File: config.mk
export PLATFORM = sky130hd
export DESIGN_NAME = pwr_sleep_ctrl
export DESIGN_NICKNAME = d
export VERILOG_FILES = /design/src/rtl/psc_pkg.sv /design/src/rtl/psc_regs.sv /design/src/rtl/psc_dom.sv /design/src/rtl/psc_mod.sv /design/src/rtl/pwr_sleep_ctrl.sv
export SDC_FILE = /design/constraint.sdc
export NUM_CORES = 1
export LEC_CHECK = 0
export ABC_CLOCK_PERIOD_IN_PS = 2400
export CAP_MARGIN = 20
export CORE_MARGIN = 10
export CORE_UTILIZATION = 55
export DETAILED_ROUTE_END_ITERATION = 12
export DONT_BUFFER_PORTS = 1
export HOLD_SLACK_MARGIN = 0.05
export PLACE_DENSITY = 0.67
export SLEW_MARGIN = 20
export SYNTH_ARGS = -nofsm -noshare
export SYNTH_HDL_FRONTEND = slang
export SYNTH_HIERARCHICAL = 1
export SYNTH_SLANG_ARGS = --single-unit
export TNS_END_PERCENT = 50
File: constraint.sdc
create_clock -name clk -period 2.4 [get_ports clk]
set_clock_uncertainty 0.1 [all_clocks]
set_input_delay 0.24 -clock clk [delete_from_list [all_inputs] [get_ports clk]]
set_output_delay 0.24 -clock clk [all_outputs]
set_load 0.02 [all_outputs]
File: src/rtl/psc_pkg.sv
package psc_pkg;

  typedef enum logic [1:0] {
    DS_OFF  = 2'd0,
    DS_WAKE = 2'd1,
    DS_ON   = 2'd2
  } dom_st_e;

  localparam int unsigned A_START  = 0;
  localparam int unsigned A_STATE  = 1;
  localparam int unsigned A_TARGET = 2;
  localparam int unsigned A_MOD0   = 4;

  // domain that owns module m
  function automatic int unsigned dom_index(int unsigned m, int unsigned per);
    return m / per;
  endfunction

  // layout of a module control register on read
  function automatic logic [4:0] mod_status(logic en, logic lrst, logic clk_on,
                                            logic mrst_n, logic crst_n);
    return {crst_n, mrst_n, clk_on, lrst, en};
  endfunction

endpackage

File: src/rtl/psc_regs.sv
module psc_regs #(
  parameter int unsigned NUM_DOM = 3,
  parameter int unsigned NUM_MOD = 6,
  parameter int unsigned ADDR_W  = 4,
  parameter int unsigned DATA_W  = 32
) (
  input  logic               clk,
  input  logic               rst_n,
  input  logic               we,
  input  logic [ADDR_W-1:0]  addr,
  input  logic [DATA_W-1:0]  wdata,
  output logic [DATA_W-1:0]  rdata,
  input  logic [NUM_DOM-1:0] busy,
  input  logic [NUM_DOM-1:0] dom_on,
  input  logic [NUM_MOD-1:0] clk_en,
  input  logic [NUM_MOD-1:0] mrst_n,
  input  logic [NUM_MOD-1:0] crst_n,
  output logic [NUM_DOM-1:0] go,
  output logic [NUM_DOM-1:0] target,
  output logic [NUM_MOD-1:0] mod_en,
  output logic [NUM_MOD-1:0] lrst_ctl
);
  import psc_pkg::*;

  localparam logic [NUM_DOM-1:0] TGT_RST = NUM_DOM'(1);

  logic hit_start, hit_state, hit_target;
  logic unused_wdata_bits;

  assign hit_start  = (addr == ADDR_W'(A_START));
  assign hit_state  = (addr == ADDR_W'(A_STATE));
  assign hit_target = (addr == ADDR_W'(A_TARGET));
  assign unused_wdata_bits = ^wdata;

  // start pulses are not stored: the domain FSM samples them on this edge
  assign go = (we && hit_start) ? wdata[NUM_DOM-1:0] : '0;

  always_ff @(posedge clk or negedge rst_n) begin
    if (!rst_n) begin
      target   <= TGT_RST;
      mod_en   <= '0;
      lrst_ctl <= '1;
    end else if (we) begin
      if (hit_target) target <= wdata[NUM_DOM-1:0];
      for (int m = 0; m < int'(NUM_MOD); m++) begin
        if (addr == ADDR_W'(A_MOD0 + m)) begin
          mod_en[m]   <= wdata[0];
          lrst_ctl[m] <= wdata[1];
        end
      end
    end
  end

  always_comb begin
    rdata = '0;
    if (hit_start)  rdata[NUM_DOM-1:0] = busy;
    if (hit_state)  rdata[NUM_DOM-1:0] = dom_on;
    if (hit_target) rdata[NUM_DOM-1:0] = target;
    for (int m = 0; m < int'(NUM_MOD); m++) begin
      if (addr == ADDR_W'(A_MOD0 + m))
        rdata[4:0] = mod_status(mod_en[m], lrst_ctl[m], clk_en[m], mrst_n[m], crst_n[m]);
    end
  end

endmodule

File: src/rtl/psc_dom.sv
module psc_dom #(
  parameter bit RESET_ON = 1'b0
) (
  input  logic clk,
  input  logic rst_n,
  input  logic go,
  input  logic target_on,
  input  logic wake_ack,
  output logic dom_on,
  output logic busy,
  output logic wake_req
);
  import psc_pkg::*;

  localparam dom_st_e ST_RST = RESET_ON ? DS_ON : DS_OFF;

  dom_st_e st;
  logic    start_ev;
  logic    done_ev;

  assign start_ev = (st == DS_OFF) && go && target_on;
  assign done_ev  = (st == DS_WAKE) && wake_ack;

  always_ff @(posedge clk or negedge rst_n) begin
    if (!rst_n) begin
      st <= ST_RST;
    end else begin
      case (st)
        DS_OFF:  if (start_ev) st <= DS_WAKE;
        DS_WAKE: if (done_ev)  st <= DS_ON;
        DS_ON:   st <= DS_ON;
        default: st <= ST_RST;
      endcase
    end
  end

  assign busy     = (st == DS_WAKE);
  assign wake_req = (st == DS_WAKE);
  assign dom_on   = (st == DS_ON);

  p_never_off_r8: assert property (@(posedge clk) disable iff (!rst_n)
    dom_on |=> dom_on);
  p_start_r6: assert property (@(posedge clk) disable iff (!rst_n)
    (go && target_on && !dom_on && !busy) |=> (busy && wake_req));
  p_req_hold_r7: assert property (@(posedge clk) disable iff (!rst_n)
    (wake_req && !wake_ack) |=> wake_req);
  p_done_on_r7: assert property (@(posedge clk) disable iff (!rst_n)
    $fell(busy) |-> dom_on);
  p_stray_ack_r9: assert property (@(posedge clk) disable iff (!rst_n)
    (!busy && !dom_on && !go) |=> !dom_on);

endmodule

File: src/rtl/psc_mod.sv
module psc_mod (
  input  logic clk,
  input  logic rst_n,
  input  logic en_req,
  input  logic dom_on,
  input  logic lrst_ctl,
  input  logic wdog_req,
  output logic clk_en,
  output logic mrst_n,
  output logic crst_n
);
  logic run_ok;
  logic core_hold;

  assign run_ok    = en_req && dom_on;
  assign core_hold = !lrst_ctl || wdog_req;

  // reset release trails the clock by one edge
  always_ff @(posedge clk or negedge rst_n) begin
    if (!rst_n) begin
      clk_en <= 1'b0;
      mrst_n <= 1'b0;
      crst_n <= 1'b1;
    end else begin
      clk_en <= run_ok;
      mrst_n <= run_ok && clk_en;
      crst_n <= !core_hold;
    end
  end

  p_clk_first_r2: assert property (@(posedge clk) disable iff (!rst_n)
    $rose(mrst_n) |-> $past(clk_en));
  p_rst_needs_clk_r3: assert property (@(posedge clk) disable iff (!rst_n)
    mrst_n |-> clk_en);
  p_off_domain_r10: assert property (@(posedge clk) disable iff (!rst_n)
    !dom_on |=> (!clk_en && !mrst_n));
  p_wdog_r5: assert property (@(posedge clk) disable iff (!rst_n)
    wdog_req |=> !crst_n);
  p_lrst_indep_r4: assert property (@(posedge clk) disable iff (!rst_n)
    (en_req && dom_on && mrst_n) |=> mrst_n);

endmodule

File: src/rtl/pwr_sleep_ctrl.sv
module pwr_sleep_ctrl #(
  parameter int unsigned NUM_DOM      = 3,
  parameter int unsigned MODS_PER_DOM = 2,
  parameter int unsigned ADDR_W       = 4,
  parameter int unsigned DATA_W       = 32
) (
  input  logic                             clk,
  input  logic                             rst_n,
  input  logic                             reg_we,
  input  logic [ADDR_W-1:0]                reg_addr,
  input  logic [DATA_W-1:0]                reg_wdata,
  output logic [DATA_W-1:0]                reg_rdata,
  input  logic [NUM_DOM-1:0]               wake_ack,
  input  logic [NUM_DOM*MODS_PER_DOM-1:0]  wdog_lrst,
  output logic [NUM_DOM-1:0]               wake_req,
  output logic [NUM_DOM*MODS_PER_DOM-1:0]  mod_clk_en,
  output logic [NUM_DOM*MODS_PER_DOM-1:0]  mod_rst_n,
  output logic [NUM_DOM*MODS_PER_DOM-1:0]  core_rst_n
);
  import psc_pkg::*;

  localparam int unsigned NUM_MOD = NUM_DOM * MODS_PER_DOM;

  logic [NUM_DOM-1:0] go, target, dom_on, busy;
  logic [NUM_MOD-1:0] mod_en, lrst_ctl;

  psc_regs #(
    .NUM_DOM(NUM_DOM), .NUM_MOD(NUM_MOD), .ADDR_W(ADDR_W), .DATA_W(DATA_W)
  ) u_regs (
    .clk(clk), .rst_n(rst_n), .we(reg_we), .addr(reg_addr), .wdata(reg_wdata),
    .rdata(reg_rdata), .busy(busy), .dom_on(dom_on), .clk_en(mod_clk_en),
    .mrst_n(mod_rst_n), .crst_n(core_rst_n), .go(go), .target(target),
    .mod_en(mod_en), .lrst_ctl(lrst_ctl)
  );

  // domain 0 comes out of reset already on
  for (genvar d = 0; d < NUM_DOM; d++) begin : g_dom
    psc_dom #(.RESET_ON(d == 0)) u_dom (
      .clk(clk), .rst_n(rst_n), .go(go[d]), .target_on(target[d]),
      .wake_ack(wake_ack[d]), .dom_on(dom_on[d]), .busy(busy[d]),
      .wake_req(wake_req[d])
    );
  end

  for (genvar m = 0; m < NUM_MOD; m++) begin : g_mod
    psc_mod u_mod (
      .clk(clk), .rst_n(rst_n), .en_req(mod_en[m]),
      .dom_on(dom_on[dom_index(m, MODS_PER_DOM)]),
      .lrst_ctl(lrst_ctl[m]), .wdog_req(wdog_lrst[m]),
      .clk_en(mod_clk_en[m]), .mrst_n(mod_rst_n[m]), .crst_n(core_rst_n[m])
    );
  end

endmodule

==> results of run 1 <==
[worst max-delay path, stage by stage, from the launching register on]
cell,delay [ns]
dfrtp_1,0.41
inv_2,0.10
ha_4,0.13
nor2_1,0.04
mux4_2,0.45
o41ai_2,0.36
buf_4,0.20
[through the flow]
stage	instance area, um2	instances	setup slack [ns]
floorplan	2331	223	0.3717
CTS	2411	264	0.005924
finish	2424	264	0.08287
detailed placement	2181	244	0.3258
global placement	2181	244	0.3750
global route	2424	264	0.01416
[sequential cells by signal, summed over array words and instances (netlist names)]
signal	cells
u_regs/lrst_ctl	6
g_mod.u_mod/mrst_n	6
g_mod.u_mod/clk_en	6
g_dom.u_dom/st	6
u_regs/mod_en	6
g_mod.u_mod/crst_n	6
u_regs/target	3
[routing by layer]
metal	track usage [%]	wire length, um
met1	14.60	1854
met2	24.11	2474
met3	10.06	797
met4	3.349	39
met5	0	0
[final cells by class]
class	instances	area, um2	area share (%)
Sequential cell	39	993.5	40.99
Clock buffer	8	100.1	4.130
Timing Repair Buffer	17	167.7	6.918
Inverter	8	30.03	1.239
Tap cell	50	62.56	2.581
Multi-Input combinational cell	142	1070	44.14
[logic make-up after synthesis]
kind of cell             count (synthesis)  share of synthesized area [%]
flip-flops                              39                          44.48
multiplexers                            27                          14.73
adder cells (fa/ha/maj)                  8                          4.482
buffers and inverters                   42                          12.55
AND/OR/NAND/NOR                         60                          15.97
other                                    1                         0.1679
AO/OA/AOI/OAI                           20                          7.620
[power by group]
part | internal (W) | total (W) | switching (W)
clock network | 0.000262 | 0.000471 | 0.000210
logic | 0.000291 | 0.000597 | 0.000306
registers | 0.000834 | 0.00101 | 0.000177
total | 0.00139 | 0.00208 | 0.000693
[final timing paths]
kind	cells after the start	startpoint	slack, ns	endpoint
max reg2reg	6	g_dom[1].u_dom/st[1]$_DFFE_PN0P_	0.75	g_dom[1].u_dom/st[0]$_DFFE_PN0P_
min reg2reg	1	u_regs/lrst_ctl[1]$_DFFE_PN1P_	0.39	g_mod[1].u_mod/crst_n$_DFF_PN1_
max	6	g_dom[2].u_dom/st[1]$_DFFE_PN0P_	0.08	reg_rdata[2]
min	2	reg_we	0.13	u_regs/lrst_ctl[5]$_DFFE_PN1P_
min in group asynchronous	2	rst_n	0.29	g_mod[2].u_mod/clk_en$_DFF_PN0_
max in group asynchronous	2	rst_n	1.64	u_regs/lrst_ctl[5]$_DFFE_PN1P_
[repair_timing]
action                     CTS  global route
hold buffers                12             0
gates resized for setup      0             3
setup endpoints to repair    0             1
hold endpoints to repair    62             0
[placed cells by master (no fill, tap or decap), types with 2 or more instances in the layout]
master	count
a21oi_2	2
a221oi_1	2
a22oi_1	3
and2_1	9
and3_1	9
buf_4	5
clkbuf_8	7
conb_1	27
dfrtp_1	25
dfstp_2	14
dlygate4sd3_1	11
ha_1	7
inv_1	7
mux2_1	4
mux2_2	20
nand2_1	7
nand3_1	3
nor2_1	9
nor2b_1	14
nor2b_4	2
o22ai_1	2
o41ai_1	2
[cell usage after synthesis, types with 2 or more instances]
| cell | instances |
|---|---|
| inv_1 | 8 |
| dfrtp_1 | 25 |
| mux2_2 | 20 |
| a221oi_1 | 2 |
| mux2_1 | 4 |
| nor2_1 | 9 |
| and3_1 | 9 |
| a21oi_2 | 2 |
| nor2b_4 | 2 |
| o41ai_1 | 2 |
| dfstp_2 | 14 |
| and2_1 | 9 |
| ha_1 | 8 |
| o22ai_1 | 2 |
| a22oi_1 | 3 |
| buf_4 | 32 |
| nand2_1 | 7 |
| nor2b_1 | 14 |
| nand3_1 | 3 |
==> results.cfg, run 1 <==
[drt]
firstDrtPassIters = 4
detail-route-antenna-nets = 0
via_count = 1451
drt_iter0_drc = 115
routedWlPerCell_um = 19.56
drc = 0
finalWirelength_um = 5165
vias_per_cell = 5.496

[setup_path]
worstSetupPathType = reg2out
cp_max_fo = 3
crit_required_ns = 2.06
crit_arrival_ns = 1.98
cp-end-kind = output pin
startpoint_type = flop

[die]
rows = 23
die_h_um = 83.73
fp.dieW_um = 83.73
ios = 101
fp.coreArea_um2 = 3971
die_area_um2 = 7010
start_util_pct = 56.24

[cts]
clkTransAtPathRegs_ns = 0.07
tritoncts = done
post_cts_buffers = 0
cts_root_buffer = clkbuf_8
cts.sinks = 39
clkLatencyLatePin_ns = 0.29
clk_path_buf_depth = 2
htreeDepth = 2
cts_made_buffers = 5

[synth]
async_reset_ff_share_pct = 100.0
yosysWarnings = 6
ys_ff_latch = 39
synthTopCellsByArea = dfrtp_1, dfstp_2, buf_4
yosys.area.top_type_share_pct = 28.01
yosysTopAreaCell = dfrtp_1
synth-main-ff-cell = dfrtp_1
yosysSeqAreaShare_pct = 44.48
synth_edf_count = 0
syn_area_um2 = 2233
synth_cell_types = 41
synthCells = 197
syn_avg_cell_area_um2 = 11.34

[run_status]
outcome = complete, no violations

[finish]
fin_util_pct = 61.03
layout.nets = 269
drive_gt1_share_pct = 27.10
area_growth_pct = 8.515
antenna_cells = 0
num-fill-cells = 320

[pwr]
powerDensity_nw_per_um2 = 857.9
p_total_w = 0.002079
p_leak_nw = 1.135
vdd_ir_drop_max_mv = 0.5788

[timing]
min_period_ns = 2.317
setup_tns_ns = 0
relSlewSlack_pct = 64.08
whs_ns = 0.1298
finalHoldViolations = 0
finalCritPeriodShare_pct = 96.55
worst_pin_slew_ns = 0.5368
slew_viol_final = 0
clock.fmax_mhz = 431.6
rsz0062_at_grt = no
setup_viol = 0

[global_route]
antenna_found_initial = 0
grt_pass1_wl_um = 8169
grt_start_max_net_pins = 40
grt_pass1_vias = 1514
grtUsageTotal_pct = 14.54
overflow = 0

[placement]
io_buffers = 0
hpwlAfterDp_um = 3951
place_congestion = 0.8605

[min_path]
hp-class = in2reg

[flow_run]
drv_cap = 0
(Power assumes the default switching activity.)
==> run 2, diff against run 1 <==
Settings changed: SETUP_SLACK_MARGIN set to 0.4.
==> results.cfg, run 2 (synthesis results as in run 1) <==
[finish]
final_cell_mix = conb_1, dfrtp_1, mux2_2
num-fill-cells = 327
layout.nets = 277
area_growth_pct = 14.73
drive_gt1_share_pct = 33.78
antenna_cells = 0
final_cells = 272
final_common_cell = conb_1

[die]
rows = 23
die_area_um2 = 7010
fp.dieW_um = 83.73
ios = 101
die_h_um = 83.73
fp.coreArea_um2 = 3971
start_util_pct = 56.24

[cts]
clk_path_buf_depth = 2
tritoncts = done
cts_root_buffer = clkbuf_8
clkLatencyLatePin_ns = 0.29
clkTransAtPathRegs_ns = 0.07
cts.sinks = 39
htreeDepth = 2
cts_made_buffers = 5

[drt]
drt_iter0_drc = 138
routedWlPerCell_um = 19.25
firstDrtPassIters = 4
finalWirelength_um = 5236
detail-route-antenna-nets = 0
via_count = 1476
drc = 0
vias_per_cell = 5.426

[setup_path]
cp_slowest_cell = o41ai_4
crit_family = compound AO/OA/AOI/OAI gates
startpoint_type = flop
worstSetupPathType = reg2out
cp_max_fo = 2
cp_num_buf_inv = 1
path_cells = inv_2 -> ha_4 -> nor2_1 -> mux4_2 -> o41ai_4
crit_required_ns = 2.06
cpPeakStageDelay_ns = 0.51
cp-end-kind = output pin
crit_arrival_ns = 1.91

[pwr]
swShare_pct = 34.12
vdd_ir_drop_max_mv = 0.6080
p_leak_nw = 1.193
seq_power_share_pct = 46.7
p_sw_w = 0.0007427
pwr-share-clk_pct = 19.4
combinationalPowerShare_pct = 34.0
powerDensity_nw_per_um2 = 849.5
p_int_w = 0.001434

[timing]
min_period_ns = 2.245
relSlewSlack_pct = 62.06
setup_tns_ns = 0
worst_pin_slew_ns = 0.5679
slew_viol_final = 0
finalHoldViolations = 0
finalCritPeriodShare_pct = 93.55
clock.fmax_mhz = 445.4
setup_viol = 0
rsz0062_at_grt = yes

[global_route]
overflow = 0
grt_start_max_net_pins = 40
grtUsageTotal_pct = 14.57
antenna_found_initial = 0
grt_pass1_wl_um = 8252
grt_pass1_vias = 1575

[placement]
hpwlAfterDp_um = 3870
post-place-cells = 243
place_congestion = 0.8743
io_buffers = 0

[min_path]
hp-class = in2reg

[flow_run]
drv_cap = 0

[run_status]
outcome = complete, no violations
==> run 2: power by group through the flow <==
stage / clock [W] / combinational (W) / sequential [W]
global route: 0.000468 / 0.000808 / 0.00104
finish: 0.000421 / 0.000739 / 0.00102
floorplan: 0 / 0.000501 / 0.000970
CTS: 0.000435 / 0.000633 / 0.00101
global placement: 0 / 0.000513 / 0.00101
detailed placement: 0 / 0.000539 / 0.00102
==> run 2: cell type report <==
type | count | area (um2) | area share [%]
clock buffer | 7 | 76.32 | 2.979
multi-input combinational | 142 | 1165 | 45.46
sequential | 39 | 996.0 | 38.87
tap | 50 | 62.56 | 2.441
inverter | 8 | 30.03 | 1.172
clock inverter | 1 | 5.005 | 0.1953
timing repair buffer | 25 | 227.7 | 8.887
==> run 2: worst reg2reg max path, stage by stage (launching register included) <==
cell	delay [ns]
dfrtp_1	0.43
ha_4	0.18
buf_4	0.13
buf_4	0.12
buf_4	0.15
nor2b_4	0.12
a21oi_2	0.13
mux2_1	0.33
==> run 2: metal layers <==
layer | part of all wire, % | track usage, %
met1 | 37 | 15.21
met2 | 49 | 23.69
met4 | 1.0 | 5.936
met3 | 13 | 8.105
met5 | 0 | 0
==> run 2: through the flow <==
| step | hold WS (ns) | total power (W) | setup WS, ns | instance area [um2] | utilization (%) |
|---|---|---|---|---|---|
| detailed placement | -0.1541 | 0.001557 | 0.3534 | 2185 | 55.01 |
| CTS | 0.08563 | 0.002079 | 0.1279 | 2470 | 62.19 |
| finish | 0.09206 | 0.002177 | 0.1547 | 2562 | 64.52 |
| global route | 0.08879 | 0.002318 | 0.08944 | 2562 | 64.52 |
| floorplan | -0.1556 | 0.001471 | 0.3849 | 2342 | - |
| global placement | -0.1542 | 0.001519 | 0.3867 | 2185 | 55.01 |
==> run 2: worst paths after layout <==
| check | slack, ns | depth (start not counted) | startpoint | end |
|---|---|---|---|---|
| hold reg to reg | 0.39 | 1 | u_regs/lrst_ctl[1]$_DFFE_PN1P_ | g_mod[1].u_mod/crst_n$_DFF_PN1_ |
| setup / recovery | 0.15 | 5 | g_dom[2].u_dom/st[1]$_DFFE_PN0P_ | reg_rdata[2] |
| setup reg to reg | 0.59 | 7 | g_dom[2].u_dom/st[0]$_DFFE_PN0P_ | g_dom[2].u_dom/st[1]$_DFFE_PN0P_ |
| hold / removal | 0.09 | 2 | reg_we | u_regs/mod_en[3]$_DFFE_PN0P_ |
| max in group asynchronous | 1.63 | 2 | rst_n | u_regs/lrst_ctl[3]$_DFFE_PN1P_ |
| min in group asynchronous | 0.29 | 2 | rst_n | g_mod[0].u_mod/mrst_n$_DFF_PN0_ |
==> run 2: what timing repair did <==
item,4_1_cts,5_1_grt
gates resized for setup,10,10
setup buffers,4,5
endpoints found under the hold margin,62,0
hold buffers,12,0
endpoints found under the setup margin,4,4
pin swaps,2,3
==> run 3, diff against run 2 <==
Settings changed: CELL_PAD_IN_SITES_DETAIL_PLACEMENT set to 0, CELL_PAD_IN_SITES_GLOBAL_PLACEMENT set to 1, CORE_UTILIZATION 55 to 51, PLACE_DENSITY 0.67 to 0.81.
==> results.cfg, run 3 (synthesis results as in run 1) <==
[cts]
cts.sinks = 39
clk_path_buf_depth = 2
htreeDepth = 2
tritoncts = done
cts_root_buffer = clkbuf_8
clkLatencyLatePin_ns = 0.28
cts_made_buffers = 5
clkTransAtPathRegs_ns = 0.07

[global_route]
grt_pass1_vias = 1525
grt_start_max_net_pins = 40
overflow = 0
grt_pass1_wl_um = 8355
antenna_found_initial = 0
grtUsageTotal_pct = 14.21

[flow_run]
drv_cap = 0

[finish]
layout.nets = 273
area_growth_pct = 14.23
postLayoutCellArea_um2 = 2551
final_common_cell = conb_1
antenna_cells = 0
drive_gt1_share_pct = 33.49
num-fill-cells = 356
fin_util_pct = 59.41
final_cell_mix = conb_1, dfrtp_1, mux2_2

[pwr]
p_leak_nw = 1.181
combinationalPowerShare_pct = 31.8
swShare_pct = 33.72
seq_power_share_pct = 46.4
p_sw_w = 0.0007387
p_total_w = 0.002191
pwr-share-clk_pct = 21.8
p_int_w = 0.001452
vdd_ir_drop_max_mv = 0.4636
powerDensity_nw_per_um2 = 858.7

[timing]
whs_ns = 0.1127
slew_viol_final = 0
setup_tns_ns = 0
rsz0062_at_grt = yes
finalCritPeriodShare_pct = 96.27
finalHoldViolations = 0
relSlewSlack_pct = 63.51
setup_viol = 0
worst_pin_slew_ns = 0.5452
min_period_ns = 2.310
clock.fmax_mhz = 432.8

[setup_path]
crit_arrival_ns = 1.97
crit_required_ns = 2.06
cp-end-kind = output pin
cp_max_fo = 3
startpoint_type = flop
worstSetupPathType = reg2out

[die]
fp.dieW_um = 86.18
ios = 101
fp.coreArea_um2 = 4294
rows = 24
die_area_um2 = 7426
start_util_pct = 52.01
die_h_um = 86.18

[drt]
finalWirelength_um = 5350
routedWlPerCell_um = 19.81
detail-route-antenna-nets = 0
drc = 0
firstDrtPassIters = 4
via_count = 1466
vias_per_cell = 5.430
drt_iter0_drc = 98

[run_status]
outcome = complete, no violations

[placement]
hpwlAfterDp_um = 3918
place_congestion = 0.9123
io_buffers = 0
dpl_cell_area_um2 = 2187

[min_path]
hp-class = in2reg
-- run 3: layout make-up --
class,count,area [um2],share of cell area (%)
Clock buffer,8,100.1,3.923
Inverter,8,30.03,1.177
Multi-Input combinational cell,142,1164,45.61
Sequential cell,39,994.7,38.99
Tap cell,52,65.06,2.550
Timing Repair Buffer,21,197.7,7.749
-- run 3: per-stage QoR --
stage          instances  setup slack (ns)
5_1_grt              270           0.02750
3_5_place_dp         245            0.2908
2_1_floorplan        223            0.3849
4_1_cts              268           0.05174
3_3_place_gp         245            0.3716
6_report             270           0.08956
-- run 3: worst paths after layout --
| kind | to | cells after the start | slack, ns | from |
|---|---|---|---|---|
| setup / recovery | reg_rdata[2] | 5 | 0.09 | g_dom[2].u_dom/st[1]$_DFFE_PN0P_ |
| hold / removal | u_regs/lrst_ctl[3]$_DFFE_PN1P_ | 2 | 0.11 | reg_we |
| setup reg to reg | g_dom[1].u_dom/st[0]$_DFFE_PN0P_ | 7 | 0.71 | g_dom[1].u_dom/st[1]$_DFFE_PN0P_ |
| hold reg to reg | g_mod[3].u_mod/crst_n$_DFF_PN1_ | 1 | 0.39 | u_regs/lrst_ctl[3]$_DFFE_PN1P_ |
| max in group asynchronous | u_regs/lrst_ctl[2]$_DFFE_PN1P_ | 2 | 1.64 | rst_n |
| min in group asynchronous | g_mod[1].u_mod/mrst_n$_DFF_PN0_ | 2 | 0.30 | rst_n |
-- run 3: routing by layer --
metal  share of wire, %  wire [um]  global-route usage (%)
met1                 37       1992                   15.88
met2                 50       2663                   23.06
met3                 12        664                   7.880
met4               0.54         29                   3.535
met5                  0          0                       0
-- run 3: what timing repair did --
| item | CTS | global route |
|---|---|---|
| endpoints found under the hold margin | 62 | 0 |
| setup buffers | 3 | 2 |
| endpoints found under the setup margin | 4 | 4 |
| gates cloned | 0 | 0 |
| resized for setup | 9 | 11 |
| hold buffers | 12 | 0 |
| pin swaps | 1 | 4 |
-- run 3: worst max-delay path, cell delays in order, from the launching register on --
cell     delay [ns]
dfrtp_1        0.41
inv_2          0.09
ha_4           0.14
nor2_2         0.03
mux4_2         0.47
o41ai_4        0.54
-- run 3: power by group through the flow --
stage                     Sequential, W  Clock (W)  Combinational (W)
after floorplan                0.000970          0           0.000501
after global placement          0.00101          0           0.000515
after detailed placement        0.00102          0           0.000550
after CTS                       0.00101   0.000493           0.000628
after global routing            0.00105   0.000524           0.000770
final                           0.00102   0.000478           0.000697
